### src/rtl/rxo_pkg.sv
package rxo_pkg;
    localparam int unsigned RXO_CNT_W      = 16;
    localparam int unsigned RXO_WORD_BYTES = 4;
    localparam int unsigned RXO_BYTE_W     = 8;

    function automatic int unsigned rxo_field_w(input int unsigned n);
        return $clog2(n + 1);
    endfunction
endpackage

### src/rtl/rxo_req_counter.sv
module rxo_req_counter #(
    parameter int unsigned CNT_W = rxo_pkg::RXO_CNT_W
) (
    input  logic             clk_i,
    input  logic             rst_ni,
    input  logic             load_i,
    input  logic [CNT_W-1:0] load_val_i,
    input  logic             byte_end_i,
    output logic [CNT_W-1:0] remaining_o,
    output logic             run_o,
    output logic             last_byte_o,
    output logic             done_o
);
    typedef struct packed {
        logic [CNT_W-1:0] rem;
        logic             done;
    } cnt_state_t;

    cnt_state_t s_d, s_q;

    always_comb begin
        s_d      = s_q;
        s_d.done = 1'b0;
        if (load_i) begin
            s_d.rem = load_val_i;
        end else if (byte_end_i && (s_q.rem != '0)) begin
            s_d.rem = s_q.rem - CNT_W'(1);
            if (s_q.rem == CNT_W'(1)) begin
                s_d.done = 1'b1;
            end
        end
    end

    always_ff @(posedge clk_i or negedge rst_ni) begin
        if (!rst_ni) begin
            s_q <= '0;
        end else begin
            s_q <= s_d;
        end
    end

    assign remaining_o = s_q.rem;
    assign run_o       = (s_q.rem != '0);
    assign last_byte_o = (s_q.rem == CNT_W'(1));
    assign done_o      = s_q.done;
endmodule

### src/rtl/rxo_assembler.sv
module rxo_assembler #(
    parameter int unsigned WORD_BYTES = rxo_pkg::RXO_WORD_BYTES,
    parameter int unsigned BYTE_W     = rxo_pkg::RXO_BYTE_W,
    localparam int unsigned WORD_W    = WORD_BYTES * BYTE_W,
    localparam int unsigned NB_W      = rxo_pkg::rxo_field_w(WORD_BYTES)
) (
    input  logic              clk_i,
    input  logic              rst_ni,
    input  logic              clear_i,
    input  logic              take_i,
    input  logic              bit_i,
    input  logic              last_byte_i,
    output logic              byte_end_o,
    output logic              word_end_o,
    output logic [WORD_W-1:0] word_o,
    output logic [NB_W-1:0]   nbytes_o
);
    localparam int unsigned IDX_W = $clog2(WORD_W);
    localparam int unsigned SUB_W = $clog2(BYTE_W);

    typedef struct packed {
        logic [WORD_W-1:0] acc;
        logic [IDX_W-1:0]  idx;
    } asm_state_t;

    asm_state_t s_d, s_q;
    logic [WORD_W-1:0] shifted;
    logic              at_byte_edge;
    logic              at_word_edge;

    always_comb begin
        shifted      = {s_q.acc[WORD_W-2:0], bit_i};
        at_byte_edge = (s_q.idx[SUB_W-1:0] == SUB_W'(BYTE_W - 1));
        at_word_edge = (s_q.idx == IDX_W'(WORD_W - 1));
        byte_end_o   = take_i && at_byte_edge;
        word_end_o   = byte_end_o && (at_word_edge || last_byte_i);
        nbytes_o     = NB_W'(s_q.idx >> SUB_W) + NB_W'(1);

        s_d = s_q;
        if (clear_i) begin
            s_d.acc = '0;
            s_d.idx = '0;
        end else if (take_i) begin
            if (word_end_o) begin
                s_d.acc = '0;
                s_d.idx = '0;
            end else begin
                s_d.acc = shifted;
                s_d.idx = s_q.idx + IDX_W'(1);
            end
        end
    end

    always_ff @(posedge clk_i or negedge rst_ni) begin
        if (!rst_ni) begin
            s_q <= '0;
        end else begin
            s_q <= s_d;
        end
    end

    assign word_o = shifted;
endmodule

### src/rtl/rxo_spi_rx_packer.sv
module rxo_spi_rx_packer #(
    parameter int unsigned CNT_W      = rxo_pkg::RXO_CNT_W,
    parameter int unsigned WORD_BYTES = rxo_pkg::RXO_WORD_BYTES,
    parameter int unsigned BYTE_W     = rxo_pkg::RXO_BYTE_W,
    localparam int unsigned WORD_W    = WORD_BYTES * BYTE_W,
    localparam int unsigned NB_W      = rxo_pkg::rxo_field_w(WORD_BYTES)
) (
    input  logic              clk_i,
    input  logic              rst_ni,
    input  logic              req_we_i,
    input  logic [CNT_W-1:0]  req_count_i,
    output logic [CNT_W-1:0]  remaining_o,
    output logic              sclk_run_o,
    input  logic              bit_strobe_i,
    input  logic              bit_i,
    input  logic              word_ready_i,
    output logic              word_valid_o,
    output logic [WORD_W-1:0] word_data_o,
    output logic [NB_W-1:0]   word_nbytes_o,
    output logic              rx_done_o,
    output logic              overflow_o
);
    typedef struct packed {
        logic              valid;
        logic [WORD_W-1:0] data;
        logic [NB_W-1:0]   nbytes;
        logic              ovf;
    } out_state_t;

    out_state_t o_d, o_q;

    logic              run;
    logic              last_byte;
    logic              take;
    logic              byte_end;
    logic              word_end;
    logic [WORD_W-1:0] word;
    logic [NB_W-1:0]   nbytes;

    assign take = bit_strobe_i && run && !req_we_i;

    rxo_req_counter #(.CNT_W(CNT_W)) cnt_i (
        .clk_i       (clk_i),
        .rst_ni      (rst_ni),
        .load_i      (req_we_i),
        .load_val_i  (req_count_i),
        .byte_end_i  (byte_end),
        .remaining_o (remaining_o),
        .run_o       (run),
        .last_byte_o (last_byte),
        .done_o      (rx_done_o)
    );

    rxo_assembler #(.WORD_BYTES(WORD_BYTES), .BYTE_W(BYTE_W)) asm_i (
        .clk_i       (clk_i),
        .rst_ni      (rst_ni),
        .clear_i     (req_we_i),
        .take_i      (take),
        .bit_i       (bit_i),
        .last_byte_i (last_byte),
        .byte_end_o  (byte_end),
        .word_end_o  (word_end),
        .word_o      (word),
        .nbytes_o    (nbytes)
    );

    always_comb begin
        o_d       = o_q;
        o_d.valid = 1'b0;
        if (req_we_i) begin
            o_d.ovf = 1'b0;
        end else if (word_end) begin
            if (word_ready_i) begin
                o_d.valid  = 1'b1;
                o_d.data   = word;
                o_d.nbytes = nbytes;
            end else begin
                o_d.ovf = 1'b1;
            end
        end
    end

    always_ff @(posedge clk_i or negedge rst_ni) begin
        if (!rst_ni) begin
            o_q <= '0;
        end else begin
            o_q <= o_d;
        end
    end

    assign sclk_run_o    = run;
    assign word_valid_o  = o_q.valid;
    assign word_data_o   = o_q.data;
    assign word_nbytes_o = o_q.nbytes;
    assign overflow_o    = o_q.ovf;
endmodule

### config.mk
export PLATFORM = sky130hd
export DESIGN_NAME = rxo_spi_rx_packer
export DESIGN_NICKNAME = d
export VERILOG_FILES = /design/src/rtl/rxo_pkg.sv /design/src/rtl/rxo_req_counter.sv /design/src/rtl/rxo_assembler.sv /design/src/rtl/rxo_spi_rx_packer.sv
export SDC_FILE = /design/constraint.sdc
export NUM_CORES = 1
export LEC_CHECK = 0
export BUFFER_PORTS_ARGS = -buffer_cell sky130_fd_sc_hd__buf_2
export CAP_MARGIN = 10
export CORE_ASPECT_RATIO = 0.6
export CORE_MARGIN = 2
export CORE_UTILIZATION = 56
export CTS_CLUSTER_DIAMETER = 120
export CTS_CLUSTER_SIZE = 24
export DETAILED_ROUTE_END_ITERATION = 6
export GPL_TIMING_DRIVEN = 0
export PLACE_DENSITY_LB_ADDON = 0.15
export SETUP_SLACK_MARGIN = 0.5
export SKIP_CTS_REPAIR_TIMING = 1
export SYNTH_ARGS = -nofsm -noshare
export SYNTH_HDL_FRONTEND = slang
export SYNTH_HIERARCHICAL = 1
export SYNTH_SLANG_ARGS = --single-unit
export TNS_END_PERCENT = 1
### constraint.sdc
create_clock -name clk_i -period 3.9 [get_ports clk_i]
set_clock_uncertainty 0.2 [all_clocks]
set_input_delay 0.39 -clock clk_i [delete_from_list [all_inputs] [get_ports clk_i]]
set_output_delay 0.39 -clock clk_i [all_outputs]
set_load 0.005 [all_outputs]
==> reports/metrics.yaml, run 1 <==
finish:
  syn_to_final_growth_pct: 19.7
  diodes: 0
  nets: 460
  layout.cell_area.non_filler_sq_um: 5170
  drive_gt1_share_pct: 42.0
cts:
  clock_latency_ns: 0.34
  cts_buffer_depth: 2
  clockRootBuffer: "clkbuf_16"
  cts_tree: "done"
  numCtsBuffers: 9
  cts.clk_slew.worst_paths_ns: 0.06
  htreeDepth: 3
  clkSinkCount: 90
synthesis:
  syn_nets: 369
  synth_area_sq_um: 4320
  async_flop_share_pct: 100
  yosys_warnings: 6
  synth_edf_count: 0
  yosys-top-cells-area: "dfrtp_1 52%, mux2_4 10%, a22o_1 6.9%"
  syn_inst: 341
  postSynthAreaPerCell_sq_um: 12.7
  yosysTopAreaCell: "dfrtp_1"
  ys_seq_area_share_pct: 52.2
  synth-main-ff-cell: "dfrtp_1"
  ys_types: 50
  yosysTopAreaCellShare_pct: 52.2
  synth-seq-cells: 90
route:
  drtIter0Drc: 173
  wl_met2_mm: 3.85
  routed-wl-met3_um: 697
  drc: 0
  viasPerCell: 5.56
  drtPass1Iterations: 5
  antenna_left: 0
  wl_per_cell_um: 17.0
  vias: 3000
  drt-met1-wl_mm: 4.56
  wl_mm: 9.19
  highest_layer: "met4"
die:
  ios: 77
  die_h_um: 72.0
  fp-row-count: 24
  coreArea_sq_um: 7360
  die_w_um: 117
  initial_core_util_pct: 58.7
  die-area_sq_um: 8450
critical_path:
  worstPathArrival_ns: 3.21
  reg2reg_depth: 11
  required_ns: 3.92
  cp-end-kind: "flip-flop"
  worstReg2RegEnd: "word_data_o[28]"
  critPathMaxFanout: 10
  r2r_start: "cnt_i/remaining_o[12]"
  critPathLaunchType: "flip-flop"
  crit_type: "reg -> reg"
  r2r_setup_slack_ns: 0.71
place:
  numPortBuffers: 76
  pre_cts_ws_ns: 0.590
  gp_congestion: 1.04
  dp_hpwl_mm: 6.56
  postPlaceCellArea_sq_um: 4860
power_and_ir_drop:
  pwr-share-clk_pct: 43.2
  power_density_nw_per_um2: 379
  vdd_drop_max_v: 0.000356
  switching_share_pct: 22.7
  finalPower_w: 0.00196
  pwr-share-seq_pct: 49.7
  total_leakage_power_nw: 2.80
  p_int_w: 0.00152
  power_switching_w: 0.000446
  combinationalPowerShare_pct: 7.1
timing:
  timing.slew.headroom_pct: 45.5
  period_needed_ns: 3.19
  tightest_slew_ns: 0.810
  grt_setup_unrepaired: "false"
  fmax_ghz: 0.313
  slew_viol_final: 0
  setup_viol: 0
  period_share_pct: 81.9
  hold_ws_ns: 0.0562
  fin_ws_ns: 0.705
  hold_viol: 0
  tns_ns: 0
min_path:
  min_to: "cnt_i/remaining_o[10]"
  min_path_cells: 3
  hp-start: "req_count_i[10]"
  min_path_type: "in -> reg"
run:
  cap_violations: 0
global_routing:
  grt_start_max_net_pins: 53
  grt_pass1_vias: 2862
  antenna_found_initial: 0
  grt.total_usage_pct: 22.9
  grt_pass1_wl_mm: 14.9
  grt_overflow: 0
run_status:
  status: "completed"
==> flip-flops by register name (all words and copies together), names as in the netlist <==
| signal | cells |
|---|---|
| asm_i/s_q | 5 |
| asm_i/word_o | 31 |
| cnt_i/done_o | 1 |
| cnt_i/remaining_o | 16 |
| overflow_o | 1 |
| word_data_o | 32 |
| word_nbytes_o | 3 |
| word_valid_o | 1 |
==> metal layers <==
layer | track usage, % | vias up
met5 | 0 | -
met1 | 34.3 | 1487
met3 | 7.55 | 8
met2 | 32.2 | 115
li1 | - | 1390
met4 | 6.16 | 0
==> cell usage in the layout (no fill, tap or decap), types with 5 or more instances in the layout <==
master	count
nor2_1	15
nand4_1	9
ha_1	6
nand2_1	16
inv_1	14
buf_6	6
o21ai_0	5
buf_4	35
dfrtp_1	90
mux2_2	7
buf_2	78
clkbuf_1	5
nand3_1	9
a311o_1	8
a22o_1	34
mux2_4	29
clkbuf_16	9
==> stage by stage <==
| step | cells | utilization, % |
|---|---|---|
| global placement | 521 | 65.6 |
| finish | 540 | 70.3 |
| CTS | 537 | 69.9 |
| floorplan | 341 | - |
| global route | 540 | 70.3 |
| detailed placement | 522 | 66.0 |
==> how the worst max path moves through the flow <==
stage	slack (ns)	start	depth (start not counted)	end
6_report	0.71	cnt_i/remaining_o[12]	11	word_data_o[28]
4_1_cts	0.56	cnt_i/remaining_o[11]	11	word_data_o[28]
3_5_place_dp	0.59	cnt_i/remaining_o[11]	11	word_data_o[21]
3_3_place_gp	0.63	cnt_i/remaining_o[11]	11	word_data_o[26]
2_1_floorplan	0.94	cnt_i/remaining_o[2]	11	word_data_o[0]
5_1_grt	0.56	cnt_i/remaining_o[11]	11	word_data_o[21]
==> logic make-up after synthesis <==
| family | Yosys count | share of synthesized area, % |
|---|---|---|
| compound gates | 62 | 11.9 |
| xor+xnor | 1 | 0.203 |
| fa+ha+maj | 6 | 1.74 |
| buf+inv | 62 | 10.4 |
| flops | 90 | 52.2 |
| mux | 38 | 12.4 |
| simple gates | 82 | 11.2 |
==> layout make-up <==
cell class                 instances  area (sq um)
clock inverter                     3          40.0
clock buffer                      12           246
multi-input combinational        189          1610
fill                             543          2190
buffer                            47           394
sequential                        90          2250
tap                              104           130
timing repair buffer              80           435
inverter                          15          56.3
==> worst max-delay path, cell delays in order (launching register included) <==
cell and delay [ns]:
dfrtp_1 0.42, or4_2 0.79, nor4_4 0.28, nand2_1 0.11
nand2_1 0.09, nor2_1 0.07, and2_1 0.21, o21a_1 0.17
nand3b_4 0.08, buf_6 0.18, buf_12 0.17, mux2_4 0.31
==> synthesized netlist by cell type (3+ instances only) <==
| master | count |
|---|---|
| nor4_1 | 4 |
| nand2_1 | 16 |
| buf_12 | 3 |
| a21oi_1 | 3 |
| buf_2 | 3 |
| buf_4 | 32 |
| and2_1 | 4 |
| clkbuf_1 | 3 |
| a22o_1 | 34 |
| dfrtp_1 | 90 |
| mux2_2 | 7 |
| o21ai_0 | 5 |
| a311o_1 | 8 |
| inv_1 | 14 |
| nor3_1 | 4 |
| nand3_1 | 9 |
| nor2_1 | 15 |
| buf_6 | 6 |
| mux2_4 | 29 |
| ha_1 | 6 |
| a31oi_1 | 3 |
| nand4_1 | 9 |
==> power groups by stage <==
stage / Combinational (W) / Clock [W] / Sequential [W]
after floorplan: 0.0000688 / 0 / 0.000988
after global placement: 0.000130 / 0 / 0.000990
after detailed placement: 0.000137 / 0 / 0.000991
after CTS: 0.000138 / 0.000865 / 0.000974
after global routing: 0.000154 / 0.000912 / 0.000977
final: 0.000139 / 0.000847 / 0.000975
Note: power is estimated with default switching activity, not from simulation.
==> run 2: changes to the inputs <==
==> constraint.sdc (replaced) <==
create_clock -name clk_i -period 3.11 [get_ports clk_i]
set_clock_uncertainty 0.2 [all_clocks]
set_input_delay 0.311 -clock clk_i [delete_from_list [all_inputs] [get_ports clk_i]]
set_output_delay 0.311 -clock clk_i [all_outputs]
set_load 0.005 [all_outputs]
==> reports/metrics.yaml, run 2 (synthesis results as in run 1) <==
critical_path:
  worstPathArrival_ns: 3.15  # was 3.21 ns
  required_ns: 3.13  # was 3.92 ns
  cp-end-kind: "flip-flop"  # unchanged
  critPathMaxFanout: 8  # was 10
  critPathLaunchType: "flip-flop"  # unchanged
  crit_type: "reg -> reg"  # unchanged
min_path:
  min_path_type: "in -> reg"  # unchanged
timing:
  setup_viol: 19  # was 0
  timing.slew.headroom_pct: 44.8  # was 45.5%
  fmax_ghz: 0.320  # was 0.313 GHz
  period_share_pct: 101  # was 81.9%
  grt_setup_unrepaired: "true"  # was false
  hold_viol: 4  # was 0
  period_needed_ns: 3.13  # was 3.19 ns
  slew_viol_final: 0  # unchanged
  tightest_slew_ns: 0.820  # was 0.810 ns
  fin_ws_ns: -0.0194  # was 0.705 ns
  tns_ns: -0.128  # was 0 ns
  hold_ws_ns: -0.00842  # was 0.0562 ns
global_routing:
  grt_pass1_vias: 2837  # was 2862
  grt_start_max_net_pins: 50  # was 53
  antenna_found_initial: 0  # unchanged
  grt_pass1_wl_mm: 14.7  # was 14.9 mm
  grt.total_usage_pct: 22.5  # was 22.9%
  grt_overflow: 0  # unchanged
cts:
  htreeDepth: 3  # unchanged
  cts.clk_slew.worst_paths_ns: 0.06  # about the same
  clock_latency_ns: 0.34  # about the same
  clkSinkCount: 90  # unchanged
  clockRootBuffer: "clkbuf_16"  # unchanged
  cts_buffer_depth: 2  # unchanged
  cts_tree: "done"  # unchanged
  numCtsBuffers: 9  # unchanged
route:
  viasPerCell: 5.43  # was 5.56
  antenna_left: 0  # unchanged
  wl_mm: 8.94  # was 9.19 mm
  wl_per_cell_um: 16.3  # was 17.0 um
  drtIter0Drc: 169  # was 173
  vias: 2972  # was 3000
  drc: 0  # unchanged
  drtPass1Iterations: 4  # was 5
finish:
  largest_register_ffs: 32  # unchanged
  layout.cell_area.non_filler_sq_um: 5390  # was 5170 sq um
  diodes: 0  # unchanged
  layout_common_cells: "88 x dfrtp_1, 77 x buf_2, 35 x buf_4"  # was 90 x dfrtp_1, 78 x buf_2, 35 x buf_4
  syn_to_final_growth_pct: 24.8  # was 19.7%
  layout_commonest_cell: "dfrtp_1"  # unchanged
  utilization_pct: 73.2  # was 70.3%
  drive_gt1_share_pct: 44.7  # was 42.0%
  nets: 466  # was 460
die:
  die_w_um: 117  # unchanged
  die_h_um: 72.0  # unchanged
  ios: 77  # unchanged
  fp-row-count: 24  # unchanged
  coreArea_sq_um: 7360  # unchanged
  die-area_sq_um: 8450  # unchanged
  initial_core_util_pct: 58.7  # unchanged
power_and_ir_drop:
  vdd_drop_max_v: 0.000386  # was 0.000356 V
  power_density_nw_per_um2: 472  # was 379 nW/um^2
  total_leakage_power_nw: 2.90  # was 2.80 nW
run_status:
  violations: "negative hold slack, negative setup slack"
  status: "finished with violations"  # was completed
place:
  pre_cts_ws_ns: -0.0515  # was 0.590 ns
  dp_hpwl_mm: 6.03  # was 6.56 mm
  postPlaceCellArea_sq_um: 4870  # was 4860 sq um
  gp_congestion: 0.954  # was 1.04
  numPortBuffers: 76  # unchanged
run:
  cap_violations: 0  # unchanged
## run 2: cell count changes in the layout (fill, tap and decap cells not counted), moves of 3 or more
cell	before	now
clkbuf_16	9	12
mux2_4	29	32
buf_6	6	2
mux2_2	7	4
buf_8	0	4
## run 2: routing by layer
| layer | up-vias | routed length (um) | track usage, % |
|---|---|---|---|
| met1 | 1453 | 4450 | 34.6 |
| met2 | 95 | 3650 | 30.0 |
| li1 | 1413 | - | - |
| met5 | - | 0 | 0 |
| met4 | 0 | 123 | 8.03 |
| met3 | 11 | 720 | 7.00 |
## run 2: critical path, stage by stage (launching register included)
cell and delay (ns):
dfrtp_2 0.46, or4_4 0.60, nor4_4 0.43, nand2_1 0.15, nand2_2 0.09, nor2_2 0.05, and2_4 0.17, o21a_1 0.14
nand3b_4 0.11, buf_12 0.15, clkbuf_16 0.15, mux2_4 0.30
## run 2: worst paths after layout
check                           depth (start not counted)  slack, ns                     to                  from
worst min register to register                          1       0.30        word_data_o[17]       word_data_o[17]
worst max register to register                         11      -0.02         word_data_o[5]  cnt_i/remaining_o[3]
min in group asynchronous                               2       0.31  cnt_i/remaining_o[12]                rst_ni
max in group asynchronous                               3       1.78         word_data_o[8]                rst_ni
worst min-delay path                                    3     -0.008   cnt_i/remaining_o[0]        req_count_i[0]
worst max-delay path                                   11      -0.02         word_data_o[5]  cnt_i/remaining_o[3]
## run 2: metrics by stage
step / hold slack (ns) / instances / power (W)
2_1_floorplan: -0.185 / 341 / 0.00133
3_3_place_gp: 0.286 / 521 / 0.00140
3_5_place_dp: 0.138 / 522 / 0.00141
4_1_cts: -0.229 / 538 / 0.00256
5_1_grt: 0.00531 / 547 / 0.00264
6_report: -0.00842 / 547 / 0.00254
## run 2: layout make-up
cell class                      instances  area, sq um
Tap cell                              104          130
Multi-Input combinational cell        189         1660
Buffer                                 47          418
Clock inverter                          5         78.8
Timing Repair Buffer                   86          557
Sequential cell                        90         2250
Clock buffer                           11          233
Fill cell                             524         1970
Inverter                               15         56.3
## run 2: power breakdown
group          switching [W]  internal [W]
clock               0.000436      0.000703
sequential         0.0000315       0.00119
combinational       0.000103     0.0000754
==> run 3: changes to the inputs <==
--- a/config.mk
+++ b/config.mk
@@ -5,6 +5,7 @@
 export SDC_FILE = /design/constraint.sdc
 export NUM_CORES = 1
 export LEC_CHECK = 0
+export ABC_AREA = 1
 export BUFFER_PORTS_ARGS = -buffer_cell sky130_fd_sc_hd__buf_2
 export CAP_MARGIN = 10
 export CORE_ASPECT_RATIO = 0.6
==> reports/metrics.yaml, run 3 <==
run_status:
  status: "finished with violations"  # unchanged
  violations: "negative hold slack"  # was negative hold slack, negative setup slack
route:
  wl_mm: 10.3  # was 8.94 mm
  wl_per_cell_um: 13.6  # was 16.3 um
  viasPerCell: 5.10  # was 5.43
  vias: 3877  # was 2972
  drtPass1Iterations: 4  # unchanged
  drc: 0  # unchanged
  antenna_left: 0  # unchanged
  drtIter0Drc: 261  # was 169
critical_path:
  reg2reg_depth: 13  # was 11
  worstPathArrival_ns: 2.49  # was 3.15 ns
  cpMostUsedCell: "nand2_1"
  cp_slowest_cell: "dfrtp_1"  # was or4_4
  critPathMaxFanout: 10  # was 8
  critPathLaunchType: "flip-flop"  # unchanged
  worstReg2RegEnd: "word_data_o[27]"  # was word_data_o[5]
  required_ns: 3.19  # was 3.13 ns
  r2r_start: "cnt_i/remaining_o[0]"  # was cnt_i/remaining_o[3]
  crit_chain: "inv_1 > ha_2 > nand2_4 > nor2_4 > nand2_4 > nand2_1 > nor2_2 > nand2_1 > nor2_4 > buf_6 > clkbuf_4 > nand4_1 > nand2_1"  # was or4_4 > nor4_4 > nand2_1 > nand2_2 > nor2_2 > and2_4 > o21a_1 > nand3b_4 > buf_12 > clkbuf_16 > mux2_4
  cp-end-kind: "flip-flop"  # unchanged
  r2r_setup_slack_ns: 0.70  # was -0.02 ns
  max_stage_delay_ns: 0.39  # was 0.60 ns
  crit_type: "reg -> reg"  # unchanged
finish:
  nets: 675  # was 466
  layout_common_cells: "244 x nand2_1, 90 x dfrtp_1, 86 x buf_2"  # was 88 x dfrtp_1, 77 x buf_2, 35 x buf_4
  diodes: 0  # unchanged
  regArea_sq_um: 2250  # about the same
  layout_commonest_cell: "nand2_1"  # was dfrtp_1
  fillers: 674  # was 524
  drive_gt1_share_pct: 25.9  # was 44.7%
  multi_input_area_sq_um: 1750  # was 1660 sq um
  largest_register_ffs: 32  # unchanged
  syn_to_final_growth_pct: 21.0  # was 24.8%
global_routing:
  antenna_found_initial: 0  # unchanged
  grt_overflow: 0  # unchanged
  grt_pass1_vias: 3458  # was 2837
  grt.total_usage_pct: 24.9  # was 22.5%
  grt_start_max_net_pins: 54  # was 50
  grt_pass1_wl_mm: 16.8  # was 14.7 mm
synthesis:
  synth_edf_count: 0  # unchanged
  yosys-top-cells-area: "dfrtp_1 50%, nand2_1 20%, buf_4 5.8%"  # was dfrtp_1 52%, mux2_4 10%, a22o_1 6.9%
  yosysTopAreaCellShare_pct: 49.7  # was 52.2%
  async_flop_share_pct: 100  # unchanged
  synth-seq-cells: 90  # unchanged
  yosys_warnings: 6  # unchanged
  yosysTopAreaCell: "dfrtp_1"  # unchanged
  syn_inst: 551  # was 341
  ys_seq_area_share_pct: 49.7  # was 52.2%
  ys_types: 25  # was 50
  synth_area_sq_um: 4530  # was 4320 sq um
  postSynthAreaPerCell_sq_um: 8.22  # was 12.7 sq um
  synth_common_cells: "244 x nand2_1, 90 x dfrtp_1, 41 x nand3_1"  # was 90 x dfrtp_1, 34 x a22o_1, 32 x buf_4
  yosysMostFrequentCell: "nand2_1"  # was dfrtp_1
  syn_nets: 579  # was 369
  synth-main-ff-cell: "dfrtp_1"  # unchanged
cts:
  cts_tree: "done"  # unchanged
  clkSinkCount: 90  # unchanged
  cts.clk_slew.worst_paths_ns: 0.06  # about the same
  clock_latency_ns: 0.34  # about the same
  cts_buffer_depth: 2  # unchanged
  clockRootBuffer: "clkbuf_16"  # unchanged
  numCtsBuffers: 9  # unchanged
  htreeDepth: 3  # unchanged
power_and_ir_drop:
  vdd_drop_max_v: 0.000312  # was 0.000386 V
  total_leakage_power_nw: 3.22  # was 2.90 nW
  power_density_nw_per_um2: 471  # was 472 nW/um^2
min_path:
  min_to: "cnt_i/remaining_o[8]"  # was cnt_i/remaining_o[0]
  hp-start: "req_count_i[8]"  # was req_count_i[0]
  min_path_type: "in -> reg"  # unchanged
  min_path_cells: 3  # unchanged
die:
  coreArea_sq_um: 7850  # was 7360 sq um
  ios: 77  # unchanged
  initial_core_util_pct: 57.7  # was 58.7%
  die_h_um: 73.7  # was 72.0 um
  die-area_sq_um: 8850  # was 8450 sq um
  die_w_um: 120  # was 117 um
  fp-row-count: 25  # was 24
timing:
  grt_setup_unrepaired: "false"  # was true
  hold_ws_ns: -0.0138  # was -0.00842 ns
  period_share_pct: 77.5  # was 101%
  hold_viol: 6  # was 4
  setup_viol: 0  # was 19
  period_needed_ns: 2.41  # was 3.13 ns
  timing.slew.headroom_pct: 58.8  # was 44.8%
  fmax_ghz: 0.415  # was 0.320 GHz
  tightest_slew_ns: 0.616  # was 0.820 ns
  tns_ns: 0  # was -0.128 ns
  fin_ws_ns: 0.700  # was -0.0194 ns
  slew_viol_final: 0  # unchanged
place:
  numPortBuffers: 75  # was 76
  dp_hpwl_mm: 7.39  # was 6.03 mm
  pre_cts_ws_ns: 0.519  # was -0.0515 ns
  gp_congestion: 0.938  # was 0.954
run:
  cap_violations: 0  # unchanged
## run 3: power by group
part / switching (W) / total [W] / internal, W / leakage (nW)
Combinational: 0.000140 / 0.000226 / 0.0000859 / 1.85
Clock: 0.000462 / 0.00113 / 0.000669 / 0.144
Sequential: 0.0000331 / 0.00122 / 0.00119 / 1.23
## run 3: cell type report
cell class,instances,area share (%)
inverter,31,2.12
buffer,57,7.80
clock inverter,5,1.12
sequential,90,41.1
clock buffer,11,4.61
tap,108,2.46
multi-input combinational,373,31.9
timing repair buffer,85,8.90
## run 3: kinds of logic (layout without fill, tap and decap cells)
family	Yosys count	in the layout	share of synthesized area, %
AO/OA/AOI/OAI	1	1	0.110
XOR/XNOR	7	7	1.35
adder cells (fa/ha/maj)	6	6	1.66
buffers and inverters	88	189	11.9
flip-flops	90	90	49.7
AND/OR/NAND/NOR	359	359	35.3
## run 3: worst max-delay path: cells and delay by family, from the launching register on
family / cells / cell delay (ns)
fa+ha+maj: 1 / 0.22
buf+inv: 3 / 0.49
flops: 1 / 0.39
simple gates: 9 / 1.05
## run 3: worst max-delay path by stage
stage,endpoint,slack [ns],from
after floorplan,word_data_o[0],0.81,cnt_i/remaining_o[0]
after global placement,word_data_o[6],0.57,cnt_i/remaining_o[0]
after detailed placement,word_data_o[27],0.52,cnt_i/remaining_o[0]
after CTS,word_data_o[27],0.50,cnt_i/remaining_o[0]
after global routing,word_data_o[2],0.52,cnt_i/remaining_o[0]
final,word_data_o[27],0.70,cnt_i/remaining_o[0]
## run 3: per-stage QoR
| step | utilization (%) | total power (W) | instances | cell area (sq um) |
|---|---|---|---|---|
| 2_1_floorplan | - | 0.00136 | 551 | 4530 |
| 3_3_place_gp | 64.2 | 0.00145 | 734 | 5040 |
| 3_5_place_dp | 64.6 | 0.00146 | 735 | 5070 |
| 4_1_cts | 68.6 | 0.00259 | 751 | 5380 |
| 5_1_grt | 69.8 | 0.00268 | 760 | 5480 |
| 6_report | 69.8 | 0.00258 | 760 | 5480 |
## run 3: routing by layer
layer,track usage [%],part of all wire [%]
met5,0,0
met4,7.32,1.2
met3,7.38,6.6
met2,36.2,43
met1,36.3,50
